--- src/rtl/nand_ecc_pkg.sv ---
package nand_ecc_pkg;

    typedef enum logic [1:0] {
        ST_IDLE   = 2'd0,
        ST_ACCUM  = 2'd1,
        ST_DRAIN  = 2'd2,
        ST_FINISH = 2'd3
    } ecc_state_e;

    // position of the valid flag / busy flag inside a status byte
    localparam int FLAG_POS = 6;
    localparam int STAT_W   = 8;

endpackage

--- src/rtl/ecc_parity_update.sv ---
module ecc_parity_update #(
    parameter int ADDR_W = 9
) (
    input  logic [2*(ADDR_W+3)-1:0] acc_in,
    input  logic [ADDR_W-1:0]       byte_off,
    input  logic [7:0]              data,
    output logic [2*(ADDR_W+3)-1:0] acc_out
);
    localparam int POS_W = ADDR_W + 3;

    logic [POS_W-1:0] odd_p;
    logic [POS_W-1:0] even_p;
    logic             byte_par;

    always_comb begin
        odd_p    = acc_in[POS_W-1:0];
        even_p   = acc_in[2*POS_W-1:POS_W];
        byte_par = ^data;
        // bit-index part of the position
        for (int k = 0; k < 3; k++) begin
            for (int b = 0; b < 8; b++) begin
                if (((b >> k) & 1) == 1) odd_p[k]  = odd_p[k]  ^ data[b];
                else                     even_p[k] = even_p[k] ^ data[b];
            end
        end
        // byte-offset part of the position
        for (int k = 0; k < ADDR_W; k++) begin
            if (byte_off[k]) odd_p[k+3]  = odd_p[k+3]  ^ byte_par;
            else             even_p[k+3] = even_p[k+3] ^ byte_par;
        end
        acc_out = {even_p, odd_p};
    end

endmodule

--- src/rtl/ecc_slot_bank.sv ---
module ecc_slot_bank #(
    parameter int NUM_SLOTS = 4,
    parameter int CODE_W    = 24,
    parameter int WORD_W    = 32,
    parameter int IDX_W     = 2
) (
    input  logic                        clk,
    input  logic                        rst_n,
    input  logic                        clr,
    input  logic                        wr_en,
    input  logic [IDX_W-1:0]            wr_idx,
    input  logic [CODE_W-1:0]           wr_code,
    output logic [NUM_SLOTS*WORD_W-1:0] values
);
    import nand_ecc_pkg::*;

    localparam int VLD_BIT = WORD_W - STAT_W + FLAG_POS;

    logic [NUM_SLOTS-1:0] vld_q;
    logic [CODE_W-1:0]    code_q [NUM_SLOTS];

    for (genvar i = 0; i < NUM_SLOTS; i++) begin : g_slot
        logic [WORD_W-1:0] word;

        always_ff @(posedge clk or negedge rst_n) begin
            if (!rst_n) begin
                vld_q[i]  <= 1'b0;
                code_q[i] <= '0;
            end else if (clr) begin
                vld_q[i]  <= 1'b0;
                code_q[i] <= '0;
            end else if (wr_en && (wr_idx == IDX_W'(i))) begin
                vld_q[i]  <= 1'b1;
                code_q[i] <= wr_code;
            end
        end

        always_comb begin
            word                = '0;
            word[CODE_W-1:0]    = code_q[i];
            word[VLD_BIT]       = vld_q[i];
        end

        assign values[i*WORD_W +: WORD_W] = word;
    end


    clear_all_chk: assert property (@(posedge clk) disable iff (!rst_n)
        clr |=> (vld_q == '0));


    store_sets_valid_chk: assert property (@(posedge clk) disable iff (!rst_n)
        (wr_en && !clr) |=> vld_q[$past(wr_idx)]);

endmodule

--- src/rtl/ecc_page_ctrl.sv ---
module ecc_page_ctrl #(
    parameter int SUB_BYTES = 512,
    parameter int NUM_SLOTS = 4,
    parameter int FIN_CYC   = 3,
    parameter int ADDR_W    = $clog2(SUB_BYTES),
    parameter int CODE_W    = 2 * (ADDR_W + 3),
    parameter int IDX_W     = (NUM_SLOTS > 1) ? $clog2(NUM_SLOTS) : 1
) (
    input  logic              clk,
    input  logic              rst_n,
    input  logic [1:0]        page_size_sel,
    input  logic              beat_valid,
    input  logic [7:0]        beat_data,
    input  logic              beat_last,
    output logic              page_clr,
    output logic              wr_en,
    output logic [IDX_W-1:0]  wr_idx,
    output logic [CODE_W-1:0] wr_code,
    output logic              busy
);
    import nand_ecc_pkg::*;

    localparam int FC_W = (FIN_CYC > 1) ? $clog2(FIN_CYC + 1) : 1;

    ecc_state_e        state_q, state_d;
    logic [ADDR_W-1:0] byte_cnt_q;
    logic [IDX_W-1:0]  sub_idx_q;
    logic [IDX_W-1:0]  last_sub_q;
    logic [CODE_W-1:0] acc_q;
    logic              pend_wr_q;
    logic [FC_W-1:0]   fin_cnt_q;

    logic              take;
    logic              sub_done;
    logic              fin_end;
    logic [CODE_W-1:0] upd_in;
    logic [ADDR_W-1:0] upd_off;
    logic [CODE_W-1:0] upd_out;

    function automatic logic [IDX_W-1:0] last_slot_of(input logic [1:0] sel);
        int n;
        n = (sel == 2'd0) ? 1 : (1 << (int'(sel) - 1));
        if (n > NUM_SLOTS) n = NUM_SLOTS;
        return IDX_W'(n - 1);
    endfunction

    assign take     = beat_valid && ((state_q == ST_IDLE) || (state_q == ST_ACCUM));
    assign sub_done = (byte_cnt_q == ADDR_W'(SUB_BYTES - 1));
    assign fin_end  = (fin_cnt_q == FC_W'(FIN_CYC - 1));
    assign upd_in   = (state_q == ST_IDLE) ? '0 : acc_q;
    assign upd_off  = (state_q == ST_IDLE) ? '0 : byte_cnt_q;

    ecc_parity_update #(.ADDR_W(ADDR_W)) u_upd (
        .acc_in   (upd_in),
        .byte_off (upd_off),
        .data     (beat_data),
        .acc_out  (upd_out)
    );

    // next-state logic
    always_comb begin
        state_d = state_q;
        unique case (state_q)
            ST_IDLE: begin
                if (take) state_d = beat_last ? ST_FINISH : ST_ACCUM;
            end
            ST_ACCUM: begin
                if (take) begin
                    if (beat_last)                              state_d = ST_FINISH;
                    else if (sub_done && sub_idx_q == last_sub_q) state_d = ST_DRAIN;
                end
            end
            ST_DRAIN: begin
                if (beat_valid && beat_last) state_d = ST_FINISH;
            end
            ST_FINISH: begin
                if (fin_end) state_d = ST_IDLE;
            end
        endcase
    end

    // state register
    always_ff @(posedge clk or negedge rst_n) begin
        if (!rst_n) state_q <= ST_IDLE;
        else        state_q <= state_d;
    end

    // datapath registers
    always_ff @(posedge clk or negedge rst_n) begin
        if (!rst_n) begin
            byte_cnt_q <= '0;
            sub_idx_q  <= '0;
            last_sub_q <= '0;
            acc_q      <= '0;
            pend_wr_q  <= 1'b0;
            fin_cnt_q  <= '0;
        end else begin
            unique case (state_q)
                ST_IDLE: begin
                    if (take) begin
                        last_sub_q <= last_slot_of(page_size_sel);
                        sub_idx_q  <= '0;
                        byte_cnt_q <= ADDR_W'(1);
                        acc_q      <= upd_out;
                        pend_wr_q  <= 1'b1;
                        fin_cnt_q  <= '0;
                    end
                end
                ST_ACCUM: begin
                    if (take) begin
                        if (beat_last) begin
                            acc_q     <= upd_out;
                            pend_wr_q <= 1'b1;
                            fin_cnt_q <= '0;
                        end else if (sub_done) begin
                            acc_q      <= '0;
                            byte_cnt_q <= '0;
                            if (sub_idx_q != last_sub_q) sub_idx_q <= sub_idx_q + 1'b1;
                        end else begin
                            acc_q      <= upd_out;
                            byte_cnt_q <= byte_cnt_q + 1'b1;
                        end
                    end
                end
                ST_DRAIN: begin
                    if (beat_valid && beat_last) begin
                        pend_wr_q <= 1'b0;
                        fin_cnt_q <= '0;
                    end
                end
                ST_FINISH: begin
                    fin_cnt_q <= fin_cnt_q + 1'b1;
                end
            endcase
        end
    end

    // outputs
    always_comb begin
        page_clr = (state_q == ST_IDLE) && take;
        busy     = (state_q == ST_FINISH);
        wr_idx   = sub_idx_q;
        wr_code  = busy ? acc_q : upd_out;
        wr_en    = ((state_q == ST_ACCUM) && take && !beat_last && sub_done) ||
                   (busy && fin_end && pend_wr_q);
    end


    busy_hold_chk: assert property (@(posedge clk) disable iff (!rst_n)
        (busy && !fin_end) |=> busy);


    busy_len_chk: assert property (@(posedge clk) disable iff (!rst_n)
        $fell(busy) |-> ($past(fin_cnt_q) == FC_W'(FIN_CYC - 1)));


    slot_bound_chk: assert property (@(posedge clk) disable iff (!rst_n)
        wr_en |-> (wr_idx <= last_sub_q));


    busy_ignores_chk: assert property (@(posedge clk) disable iff (!rst_n)
        (busy && beat_valid) |=> $stable(acc_q));

endmodule

--- src/rtl/nand_ecc_accum.sv ---
module nand_ecc_accum #(
    parameter int SUB_BYTES = 512,
    parameter int NUM_SLOTS = 4,
    parameter int FIN_CYC   = 3,
    parameter int WORD_W    = 32
) (
    input  logic                        clk,
    input  logic                        rst_n,
    input  logic [1:0]                  page_size_sel,
    input  logic                        beat_valid,
    input  logic [7:0]                  beat_data,
    input  logic                        beat_last,
    output logic [NUM_SLOTS*WORD_W-1:0] ecc_values,
    output logic [7:0]                  status_reg
);
    import nand_ecc_pkg::*;

    localparam int ADDR_W = $clog2(SUB_BYTES);
    localparam int CODE_W = 2 * (ADDR_W + 3);
    localparam int IDX_W  = (NUM_SLOTS > 1) ? $clog2(NUM_SLOTS) : 1;

    logic              page_clr;
    logic              wr_en;
    logic [IDX_W-1:0]  wr_idx;
    logic [CODE_W-1:0] wr_code;
    logic              busy;

    ecc_page_ctrl #(
        .SUB_BYTES (SUB_BYTES),
        .NUM_SLOTS (NUM_SLOTS),
        .FIN_CYC   (FIN_CYC),
        .ADDR_W    (ADDR_W),
        .CODE_W    (CODE_W),
        .IDX_W     (IDX_W)
    ) u_ctrl (
        .clk           (clk),
        .rst_n         (rst_n),
        .page_size_sel (page_size_sel),
        .beat_valid    (beat_valid),
        .beat_data     (beat_data),
        .beat_last     (beat_last),
        .page_clr      (page_clr),
        .wr_en         (wr_en),
        .wr_idx        (wr_idx),
        .wr_code       (wr_code),
        .busy          (busy)
    );

    ecc_slot_bank #(
        .NUM_SLOTS (NUM_SLOTS),
        .CODE_W    (CODE_W),
        .WORD_W    (WORD_W),
        .IDX_W     (IDX_W)
    ) u_bank (
        .clk     (clk),
        .rst_n   (rst_n),
        .clr     (page_clr),
        .wr_en   (wr_en),
        .wr_idx  (wr_idx),
        .wr_code (wr_code),
        .values  (ecc_values)
    );

    always_comb begin
        status_reg           = '0;
        status_reg[FLAG_POS] = busy;
    end

endmodule

--- config.mk ---
export PLATFORM = sky130hd
export DESIGN_NAME = nand_ecc_accum
export DESIGN_NICKNAME = d
export VERILOG_FILES = /design/src/rtl/nand_ecc_pkg.sv /design/src/rtl/ecc_parity_update.sv /design/src/rtl/ecc_slot_bank.sv /design/src/rtl/ecc_page_ctrl.sv /design/src/rtl/nand_ecc_accum.sv
export SDC_FILE = /design/constraint.sdc
export NUM_CORES = 1
export LEC_CHECK = 0
export ABC_AREA = 1
export BUFFER_PORTS_ARGS = -buffer_cell sky130_fd_sc_hd__buf_2
export CORE_UTILIZATION = 44
export CTS_BUF_LIST = sky130_fd_sc_hd__clkbuf_4 sky130_fd_sc_hd__clkbuf_8 sky130_fd_sc_hd__clkbuf_16
export CTS_CLUSTER_DIAMETER = 100
export CTS_CLUSTER_SIZE = 24
export DETAILED_ROUTE_END_ITERATION = 12
export PLACE_DENSITY_LB_ADDON = 0.05
export SYNTH_ARGS = -nofsm -noshare
export SYNTH_HDL_FRONTEND = slang
export SYNTH_HIERARCHICAL = 1
export SYNTH_SLANG_ARGS = --single-unit
--- constraint.sdc ---
create_clock -name clk -period 2.2 [get_ports clk]
set_input_delay 0.11 -clock clk [delete_from_list [all_inputs] [get_ports clk]]
set_output_delay 0.11 -clock clk [all_outputs]
set_load 0.02 [all_outputs]
# Word-level counts from Yosys, hierarchy flattened
# Cells that the tools add are included.
word_totals:
  regBits: 142
op_classes:
  muxes: 74
  addsub: 5
  magnitude_cmp: 1
  eq_ne: 19
  bitwise_logic: 42
  n_shift: 1
  reduce_logical: 33
ops:
  columns: ["operator", "n"]
  rows:
  - ["$mux 24", 14]
  - ["$pmux 24 s2", 1]
  - ["$mux 9", 5]
  - ["$xor 1x1->1", 42]
  - ["$mux 2", 18]
  - ["$gt 32x4->1 const B", 1]
  - ["$mux 32", 1]
  - ["$shl 1x32->32 const A", 1]
  - ["$mux 1", 30]
  - ["$pmux 9 s2", 1]
  - ["$pmux 2 s4", 2]
  - ["$logic_and 1x1->1", 13]
  - ["$eq 2x2->1 const B", 5]
  - ["$ne 2x1->1 const B", 5]
  - ["$reduce_and 5->1", 2]
  - ["$reduce_bool 2->1", 5]
  - ["$add 9x1->9 const B", 1]
  - ["$eq 9x9->1 const B", 1]
  - ["$reduce_and 4->1", 2]
  - ["$reduce_xor 8->1", 1]
  - ["$logic_not 2->1", 3]
  - ["$ne 2x2->1 const B", 3]
  - ["$reduce_and 6->1", 1]
  - ["$add 2x1->2 const B", 2]
  - ["other kinds (13)", 15]

# Logic depth before layout (Yosys ltp)
# Gate-level depths: netlist (run 1).
logic_depth:
  depth_word: 10
  ltp_mapped: 18
  depth_no_buf: 17

# Hierarchy
# Netlist (run 1), hierarchy kept.
modules_own_cells:
  columns: ["module", "seq_area_each_um2", "area_per_inst_um2", "n_inst", "cells_each"]
  rows:
  - ["ecc_slot_bank", 2502.4, 4420.5, 1, 521]
  - ["ecc_page_ctrl", 1051.0, 2469.9, 1, 336]
  - ["ecc_parity_update", 0.0, 777.0, 1, 153]
  - ["nand_ecc_accum", 0.0, 63.8, 1, 9]

# Least setup slack after synthesis (run 1)
# No wires, ideal clock.
synth_timing:
  path_kind: "flip-flop to flip-flop"
  startpoint: "register u_ctrl.byte_cnt_q[0]"
  endpoint: "register u_bank.code_q (netlist bit u_bank/values[67])"
  period_less_slack_ps: 2246
  arrival_ps: 2180
  setup_time_ps: 66
  n_path_buf: 2
  path_stages_with_launch: 15
  slack_ps: -46
  path_cell_list: "dfrtp_1 > ha_1 > nand3_1 > nor2_1 > nand2_1 > nor3_1 > ha_1 > nand3_1 > nand2_1 > buf_2 > inv_1 > nor2_2 > buf_2 > nand3_1 > nand2_1"
synth_via:
  elab_chain_cells: 5
  word_cells_on_any_way: 10
  cone_classes: "eq/ne (1); mux (5); reduce/logical (4)"
synth_lines:
  columns: ["item", "line", "source"]
  rows:
  - ["start, declared", "ecc_page_ctrl.sv:26", "logic [ADDR_W-1:0] byte_cnt_q;"]
  - ["start signal, assigned", "ecc_page_ctrl.sv:121", "byte_cnt_q <= byte_cnt_q + 1'b1;"]
  - ["$eq 9x9->1", "ecc_page_ctrl.sv:48", "assign sub_done = (byte_cnt_q == ADDR_W'(SUB_BYTES - 1));"]
  - ["$logic_and 1x1->1", "ecc_page_ctrl.sv:144", "wr_en = ((state_q == ST_ACCUM) && take && !beat_last && sub_done) ||"]
  - ["$logic_or 1x1->1", "ecc_page_ctrl.sv:144", null]
  - ["net wr_en", "nand_ecc_accum.sv:23", "logic wr_en;"]
  - ["$logic_and 1x1->1", "ecc_slot_bank.sv:32", "end else if (wr_en && (wr_idx == IDX_W'(i))) begin"]
  - ["$reduce_bool 2->1 (no source line)", null, null]
  - ["end signal, assigned by index", "ecc_slot_bank.sv:34", "code_q[i] <= wr_code;"]
  - ["end, declared", "ecc_slot_bank.sv:20", "logic [CODE_W-1:0] code_q [NUM_SLOTS];"]
# The timed path passes the listed nets, and every way through them passes these cells. The select of a mux whose other input is x is not followed.
# A chain may end at the register's enable or synchronous reset.

# Final worst setup path (run 1)
layout_timing:
  startpoint: "register u_ctrl.byte_cnt_q[0]"
  endpoint: "register u_bank.code_q (netlist bit u_bank/values[33])"
# The elaborated chain is that of the path after synthesis.

==> metrics.md, run 1 <==
| Metric | Value |
|---|---|
| Detailed route wirelength on metal2 | `approximately 10000 µm` |
| Vias in the first global route | `between 6000 and 7000` |
| Number of max-cap violations | `0` |
| Arrival time worst endpoint | `~2.5 ns` |
| First-pass GRT wire length | `~33000 µm` |
| Cell area after layout | `0.00975 mm²` |
| Sum of routed wire length over all layers | `between 20000 and 25000 µm` |
| Normalized max-slew margin | `0.621` |
| Number of buffer cells added on primary ports | `~110` |
| DR WL met3 | `about 1100 µm` |
| Total power after layout | `approximately 12 mW` |
| Mean area per synthesized cell | `between 7 and 8 µm²` |
| Post-Layout Cell Count | `between 1000 and 1500` |
| Slew of the pin with the lowest slew margin | `0.568 ns` |
| # setup viols final | `0` |
| Flops & latches, synth | `142` |
| Die Ht | `135 µm` |
| Via count | `around 7000` |
| Power density relative to cell area | `1240 mW/mm²` |
| Number of nets at the end of the flow | `between 1000 and 1500` |
| Gate count after technology mapping | `~1000` |
| Top cell type's share of synthesized area | `0.460` |
| Slew Viols, Final | `0` |
| Initial Util | `0.449` |
| Count of final hold-check violations | `0` |
| Outcome | `finished, final reports clean` |
| Number of clock sinks seen by CTS | `roughly 140` |
| Cell chain of the critical path | `ha_2 > nand3_2 > nor2_2 > nand2_1 > nor3_2 > ha_2 > nand3_2 > nand2_2 > buf_12 > nand2_4 > nor2_4 > clkbuf_16 > nand2_2 > nand2_1` |
| Leak | `~5.5 nW` |
| Setup TNS after final layout | `0 ns` |
| Initial antenna violation count | `0` |
| Number of enable-type register cells in the synthesized netlist | `0` |
| Root Buffer | `sky130_fd_sc_hd__clkbuf_16` |
| Layout cells sized above 1 | `0.237` |
| Largest voltage drop on the vdd net | `between 0.0007 and 0.0008 V` |
| Total iterations of the first detailed-routing run | `5` |
| Maximum net fanout on the critical path | `8` |
| CP Launch Type | `flip-flop` |
| Cell type with the highest aggregate area in the netlist | `sky130_fd_sc_hd__dfrtp_1` |
| Maximum operating frequency | `roughly 0.46 GHz` |
| Clock buffers created by TritonCTS | `17` |
| Final critical-path share of the clock period | `0.980` |
| CTS clk-pin slew, worst paths | `~0.060 ns` |
| Post-DRT Antenna Nets | `0` |
| Shortest period the worst path allows | `approximately 2.2 ns` |
| Yosys warning count | `6` |
| Synthesized area | `0.00773 mm²` |
| Pin count of the biggest net entering global routing | `71` |
| Setup repair after global routing missed its margin | `true` |
| H-tree depth | `4` |
| Count of different cell masters after synthesis | `34` |
| Leading post-synthesis cells by cell area | `sky130_fd_sc_hd__dfrtp_1, sky130_fd_sc_hd__nand3_1, sky130_fd_sc_hd__nand2_1` |
| Clock tree from TritonCTS | `built` |
| Half-perimeter wire length after placement | `around 14000 µm` |
| Average wire per standard cell | `around 15 µm` |
| Total inserted antenna cells | `0` |
| Number of DRC markers in iteration 0 | `534` |
| Synthesis-to-finish area growth | `26.2%` |
| Biggest cell delay along the critical path | `around 0.35 ns` |
| Filler instances | `around 1700` |
| Vias per cell | `slightly below 5` |
| Category of the most critical setup path | `reg -> reg` |
| Global Route Usage Sum | `0.232` |
| Highest metal layer with signal wires | `met4` |
| Most common flop cell mapped by yosys | `sky130_fd_sc_hd__dfrtp_1` |
| Worst hold path class | `in -> reg` |
| Floorplan die width | `135 µm` |
| Clock Latency Late Sink | `0.43 ns` |
| Synth async-reset ratio | `1.00` |
| CTS Buffer Depth | `2` |
| Met1 wire length | `about 10000 µm` |
| Endpoint type of the worst setup path | `flip-flop` |
| Num ports | `150` |
| Buffers & Inverters on Critical Path | `2` |
| Remaining global-route overflow | `0` |
| Die area | `around 0.018 mm²` |
| Final weighted congestion in routability-driven placement | `0.756` |
| Family of cells with the greatest summed delay on the critical path | `simple AND/OR/NAND/NOR gates` |
| Residual DRC | `0` |
| Post-route clock skew | `around 0.012 ns` |
| CP Data Required Time | `between 2 and 3 ns` |
| Sequential fraction of the synthesis area | `0.460` |
| Critical Path Slowest Stage Cell | `sky130_fd_sc_hd__dfrtp_1` |
| Row count | `48` |
| Placeable core area | `0.0172 mm²` |
| Number of cells in the design after placement | `roughly 1400` |
| Standard cell area after detailed placement | `0.00881 mm²` |
-- tightest hold or removal path, stage by stage --
cell and delay [ns]:
sky130_fd_sc_hd__buf_2 0.16, sky130_fd_sc_hd__nand3_1 0.09, sky130_fd_sc_hd__o21ai_0 0.08
-- metal layers --
metal,vias up,global-route usage
met4,0,0.0562
met3,21,0.0428
met1,3251,0.329
li1,3475,-
met5,-,0
met2,207,0.368
-- logic make-up (layout without fill, tap and decap cells) --
kind of cell / after synthesis / in the layout / synth area share
simple gates: 563 / 563 / 0.328
buf+inv: 206 / 342 / 0.126
flops: 142 / 142 / 0.460
compound gates: 81 / 81 / 0.0544
xor+xnor: 18 / 18 / 0.0204
fa+ha+maj: 7 / 7 / 0.0113
other cells: 2 / 35 / 0.000971
-- per-stage QoR --
stage	util	setup WS, ns	hold slack, ns
2_1_floorplan	-	-0.0205	-0.186
3_3_place_gp	0.511	0.0408	0.0445
5_1_grt	0.566	-0.106	0.0810
4_1_cts	0.547	0.0781	0.0391
6_report	0.566	0.0450	0.0668
3_5_place_dp	0.511	0.0133	0.0453
-- area by class of cell --
type / count / area (µm²) / share of cell area
Clock buffer: 20 / 448 / 0.0459
Sequential cell: 142 / 3550 / 0.364
Multi-Input combinational cell: 704 / 3420 / 0.351
Inverter: 117 / 439 / 0.0450
Clock inverter: 12 / 136 / 0.0140
Tap cell: 225 / 282 / 0.0289
Timing Repair Buffer: 193 / 1470 / 0.151
-- where the power goes --
| group | internal, mW | leakage [nW] | total [mW] | switching [mW] |
|---|---|---|---|---|
| clock | 1.72 | 0.282 | 2.90 | 1.19 |
| combinational | 2.08 | 3.33 | 5.74 | 3.67 |
| sequential | 3.15 | 1.91 | 3.47 | 0.312 |
-- flip-flops by register name (all words and copies together) (netlist names) --
name	count
u_bank/values	100
u_ctrl/byte_cnt_q	9
u_ctrl/acc_q	24
u_ctrl/wr_idx	2
u_ctrl/last_sub_q	2
u_ctrl/pend_wr_q	1
u_ctrl/fin_cnt_q	2
u_ctrl/state_q	2
-- final timing paths --
path / from / to / slack (ns) / cells after the start
min in group asynchronous: rst_n / u_bank/values[39] / 0.16 / 2
setup reg to reg: u_ctrl/byte_cnt_q[0] / u_bank/values[33] / 0.04 / 14
hold reg to reg: u_bank/values[41] / u_bank/values[41] / 0.50 / 2
hold / removal: beat_valid / u_ctrl/byte_cnt_q[8] / 0.07 / 3
max in group asynchronous: rst_n / u_bank/values[112] / 1.42 / 3
setup / recovery: u_ctrl/byte_cnt_q[0] / u_bank/values[33] / 0.04 / 14
-- cell usage in the layout, fill, tap and decap left out, types with 13 or more instances in the layout --
master,netlist,final
sky130_fd_sc_hd__nand2_1,253,245
sky130_fd_sc_hd__nand3_1,202,200
sky130_fd_sc_hd__dfrtp_1,142,142
sky130_fd_sc_hd__buf_2,18,113
sky130_fd_sc_hd__inv_1,108,108
sky130_fd_sc_hd__nor2_1,67,60
sky130_fd_sc_hd__o21ai_0,61,59
sky130_fd_sc_hd__buf_4,39,53
sky130_fd_sc_hd__conb_1,2,35
sky130_fd_sc_hd__clkbuf_16,0,22
sky130_fd_sc_hd__nand2_2,12,19
sky130_fd_sc_hd__buf_12,0,16
sky130_fd_sc_hd__xor2_1,13,13
-- Yosys cell counts (12+ instances only) --
master	number
sky130_fd_sc_hd__dfrtp_1	142
sky130_fd_sc_hd__clkbuf_1	22
sky130_fd_sc_hd__nor2_1	67
sky130_fd_sc_hd__nand3_1	202
sky130_fd_sc_hd__o21ai_0	61
sky130_fd_sc_hd__nand2_2	12
sky130_fd_sc_hd__xor2_1	13
sky130_fd_sc_hd__inv_1	108
sky130_fd_sc_hd__buf_2	18
sky130_fd_sc_hd__nand2_1	253
sky130_fd_sc_hd__buf_4	39
-- timing repair --
item	in CTS	in global routing
setup endpoints to repair	1	102
hold endpoints to repair	143	0
gates cloned	0	6
setup buffers	0	8
hold buffers	3	0
pin swaps	0	5
gates resized for setup	1	27
Power figures use the tool's default switching activity.
==> inputs of run 2 (changes only) <==
- CORE_ASPECT_RATIO: unset -> 1.25
==> run 2 against run 1 <==
Against the previous run:
- hold slack better by 0.0051 ns
- die area barely moved
- setup slack worse by 0.056 ns
- largest power group unchanged
- total power up 1.7%
- clock-buffer cell count decreased by 1
- critical path depth down 1
- sequential power hardly changed
- critical path type unchanged
- the flow now finishes with violations (setup timing)
- highest routed layer unchanged
- register-to-register slack worse by 0.06 ns
- first-iteration DRC count fell by 4.3%
- clock power rose by 9.7%
- sequential share of layout area decreased by 0.45 points
==> metrics.md, run 2 (synthesized netlist as in run 1, its figures left out) <==
| Metric | Value |
|---|---|
| Shortest period the worst path allows | `2.21 ns (+0.0565 ns)` |
| Global Route Usage Sum | `0.231 (-0.00106)` |
| First-pass GRT wire length | `32600 µm (about the same)` |
| Number of DRC markers in iteration 0 | `511 (-4.3%)` |
| Cell area after layout | `0.00988 mm² (+1.2%)` |
| Pre-CTS setup slack | `0.00202 ns (-0.0113 ns)` |
| Post-DRT Antenna Nets | `0 (unchanged)` |
| Final hold slack | `0.0718 ns (+0.00506 ns)` |
| Layout cells sized above 1 | `0.243 (+0.00628)` |
| Total iterations of the first detailed-routing run | `7 (+2)` |
| Post-route clock skew | `0.0109 ns (-0.00119 ns)` |
| Number of cell instances on the worst register-to-register path | `13 (-1)` |
| Maximum operating frequency | `0.452 GHz (-2.6%)` |
| Most common library cell in the layout ignoring fill and taps | `sky130_fd_sc_hd__nand2_1` |
| Final critical-path share of the clock period | `1.01 (+0.0257)` |
| Standard cell area after detailed placement | `0.00878 mm² (-0.38%)` |
| Row count | `53 (+10%)` |
| CP Data Required Time | `2.51 ns (-0.05 ns)` |
| CTS Buffer Depth | `2 (unchanged)` |
| Arrival time worst endpoint | `2.52 ns (about the same)` |
| Power density relative to cell area | `1250 mW/mm² (+0.43%)` |
| Count of final hold-check violations | `0 (unchanged)` |
| Remaining global-route overflow | `0 (unchanged)` |
| Number of nets at the end of the flow | `1190 (-0.50%)` |
| Clock Latency Late Sink | `0.42 ns (about the same)` |
| Initial Util | `0.455 (+0.00688)` |
| Via count | `7024 (+1.0%)` |
| Die Ht | `150 µm (+12%)` |
| End of the worst hold path | `u_ctrl/byte_cnt_q[8]` |
| Number of instances on the worst hold path | `3 (unchanged)` |
| Clock buffers created by TritonCTS | `17 (unchanged)` |
| Endpoint type of the worst setup path | `flip-flop` |
| Slew of the pin with the lowest slew margin | `0.529 ns (-0.0393 ns)` |
| Largest voltage drop on the vdd net | `0.000670 V (-9.5%)` |
| Worst hold path class | `in -> reg` |
| Normalized max-slew margin | `0.647 (+0.0262)` |
| Final core occ | `0.582 (+0.0158)` |
| Failing checks | `setup timing` |
| Floorplan die width | `121 µm (-10%)` |
| Number of flip-flops in the largest register | `100 (unchanged)` |
| Pin count of the biggest net entering global routing | `49 (-31%)` |
| Total power after layout | `12.3 mW (+1.7%)` |
| Average wire per standard cell | `15.6 µm (+1.5%)` |
| Half-perimeter wire length after placement | `14200 µm (+2.9%)` |
| Least setup slack across all paths after layout | `-0.0115 ns (-0.0565 ns)` |
| Commonest cells after routing, fill and taps aside | `sky130_fd_sc_hd__nand2_1, sky130_fd_sc_hd__nand3_1, sky130_fd_sc_hd__dfrtp_1, sky130_fd_sc_hd__buf_2, sky130_fd_sc_hd__inv_1` |
| Slew Viols, Final | `0 (unchanged)` |
| Clock tree from TritonCTS | `built` |
| Reg2Reg Capture Point | `u_bank/values[74]` |
| Vias per cell | `5.01 (+1.8%)` |
| Placeable core area | `0.0170 mm² (-1.5%)` |
| Worst reg-to-reg setup slack | `-0.01 ns (-0.06 ns)` |
| Initial antenna violation count | `0 (unchanged)` |
| Filler instances | `1664 (-0.18%)` |
| CP Launch Type | `flip-flop` |
| Final weighted congestion in routability-driven placement | `0.820 (+8.5%)` |
| Outcome | `finished with violations` |
| Vias in the first global route | `6289 (+2.4%)` |
| Sum of routed wire length over all layers | `21800 µm (+0.71%)` |
| Number of max-cap violations | `0 (unchanged)` |
| H-tree depth | `4 (unchanged)` |
| CTS clk-pin slew, worst paths | `0.06 ns (about the same)` |
| Synthesis-to-finish area growth | `27.7%` |
| Root Buffer | `sky130_fd_sc_hd__clkbuf_16` |
| Leak | `5.55 nW (+0.52%)` |
| Residual DRC | `0 (unchanged)` |
| Hold Crit Start | `beat_valid` |
| Number of clock sinks seen by CTS | `142 (unchanged)` |
| Num ports | `150 (unchanged)` |
| R2R Path Start | `u_ctrl/byte_cnt_q[1]` |
| Setup repair after global routing missed its margin | `true` |
| Maximum net fanout on the critical path | `6 (-2)` |
| Total inserted antenna cells | `0 (unchanged)` |
| # setup viols final | `8 (+8)` |
| Die area | `0.0181 mm² (about the same)` |
| Number of buffer cells added on primary ports | `114 (unchanged)` |
| Category of the most critical setup path | `reg -> reg` |
[run 2: cell count changes in the layout (fill, tap and decap cells not counted), sizes merged]
cell	before	now
buf	185	178
bufinv	2	4
clkinvlp	3	1
inv	121	122
[run 2: repair_timing]
action                                  in CTS  in global routing
buffers inserted                             0                  6
resized for setup                            2                 46
hold buffers                                 3                  0
hold endpoints to repair                    45                  0
endpoints found under the setup margin      11                100
pin swaps                                    0                 13
gates cloned                                 0                  9
[run 2: how the worst max path moves through the flow]
| stage | startpoint | endpoint | slack [ns] | cells after the start |
|---|---|---|---|---|
| after global placement | u_ctrl/byte_cnt_q[0] | u_bank/values[33] | 0.07 | 13 |
| after floorplan | u_ctrl/byte_cnt_q[0] | u_bank/values[67] | -0.02 | 14 |
| after global routing | u_ctrl/byte_cnt_q[1] | u_bank/values[97] | -0.09 | 14 |
| final | u_ctrl/byte_cnt_q[1] | u_bank/values[74] | -0.01 | 13 |
| after detailed placement | u_ctrl/byte_cnt_q[0] | u_bank/values[51] | 0.002 | 13 |
| after CTS | u_ctrl/byte_cnt_q[0] | u_bank/values[97] | 0.07 | 13 |
[run 2: final cells by class]
class,count,area [µm²],share of cell area
clock buffers,19,447,0.0452
clock inverters,13,203,0.0205
flip-flops and latches,142,3550,0.360
inverters,117,439,0.0445
repair buffers,187,1450,0.147
well taps,220,275,0.0279
multi-input cells,704,3510,0.355
[run 2: power by group]
part / switching, mW / internal [mW] / total, mW
logic: 3.69 / 1.98 / 5.66
registers: 0.322 / 3.15 / 3.48
clock network: 1.20 / 1.97 / 3.18
total: 5.21 / 7.11 / 12.3
[run 2: layer usage]
layer / vias to the layer above / global-route usage / routed length [µm]
li1: 3471 / - / -
met1: 3354 / 0.308 / 9580
met2: 186 / 0.393 / 11100
met3: 13 / 0.0390 / 928
met4: 0 / 0.0525 / 195
met5: - / 0 / 0
[run 2: stage by stage]
stage | TNS [ns] | instances
floorplan | -0.472 | 1052
global placement | 0 | 1352
detailed placement | 0 | 1352
CTS | 0 | 1387
global route | -4.60 | 1402
finish | -0.0394 | 1402
[run 2: critical path: stages (launching register included)]
cell and delay (ns):
sky130_fd_sc_hd__dfrtp_1 0.42, sky130_fd_sc_hd__ha_4 0.18, sky130_fd_sc_hd__nand3_4 0.09, sky130_fd_sc_hd__nor2_4 0.13
sky130_fd_sc_hd__nand2_2 0.06, sky130_fd_sc_hd__nor3_2 0.11, sky130_fd_sc_hd__ha_2 0.22, sky130_fd_sc_hd__nand3_2 0.10
sky130_fd_sc_hd__nand2_4 0.15, sky130_fd_sc_hd__buf_6 0.13, sky130_fd_sc_hd__nand3_4 0.15, sky130_fd_sc_hd__clkbuf_16 0.23
sky130_fd_sc_hd__nand3_1 0.07, sky130_fd_sc_hd__nand2_1 0.05
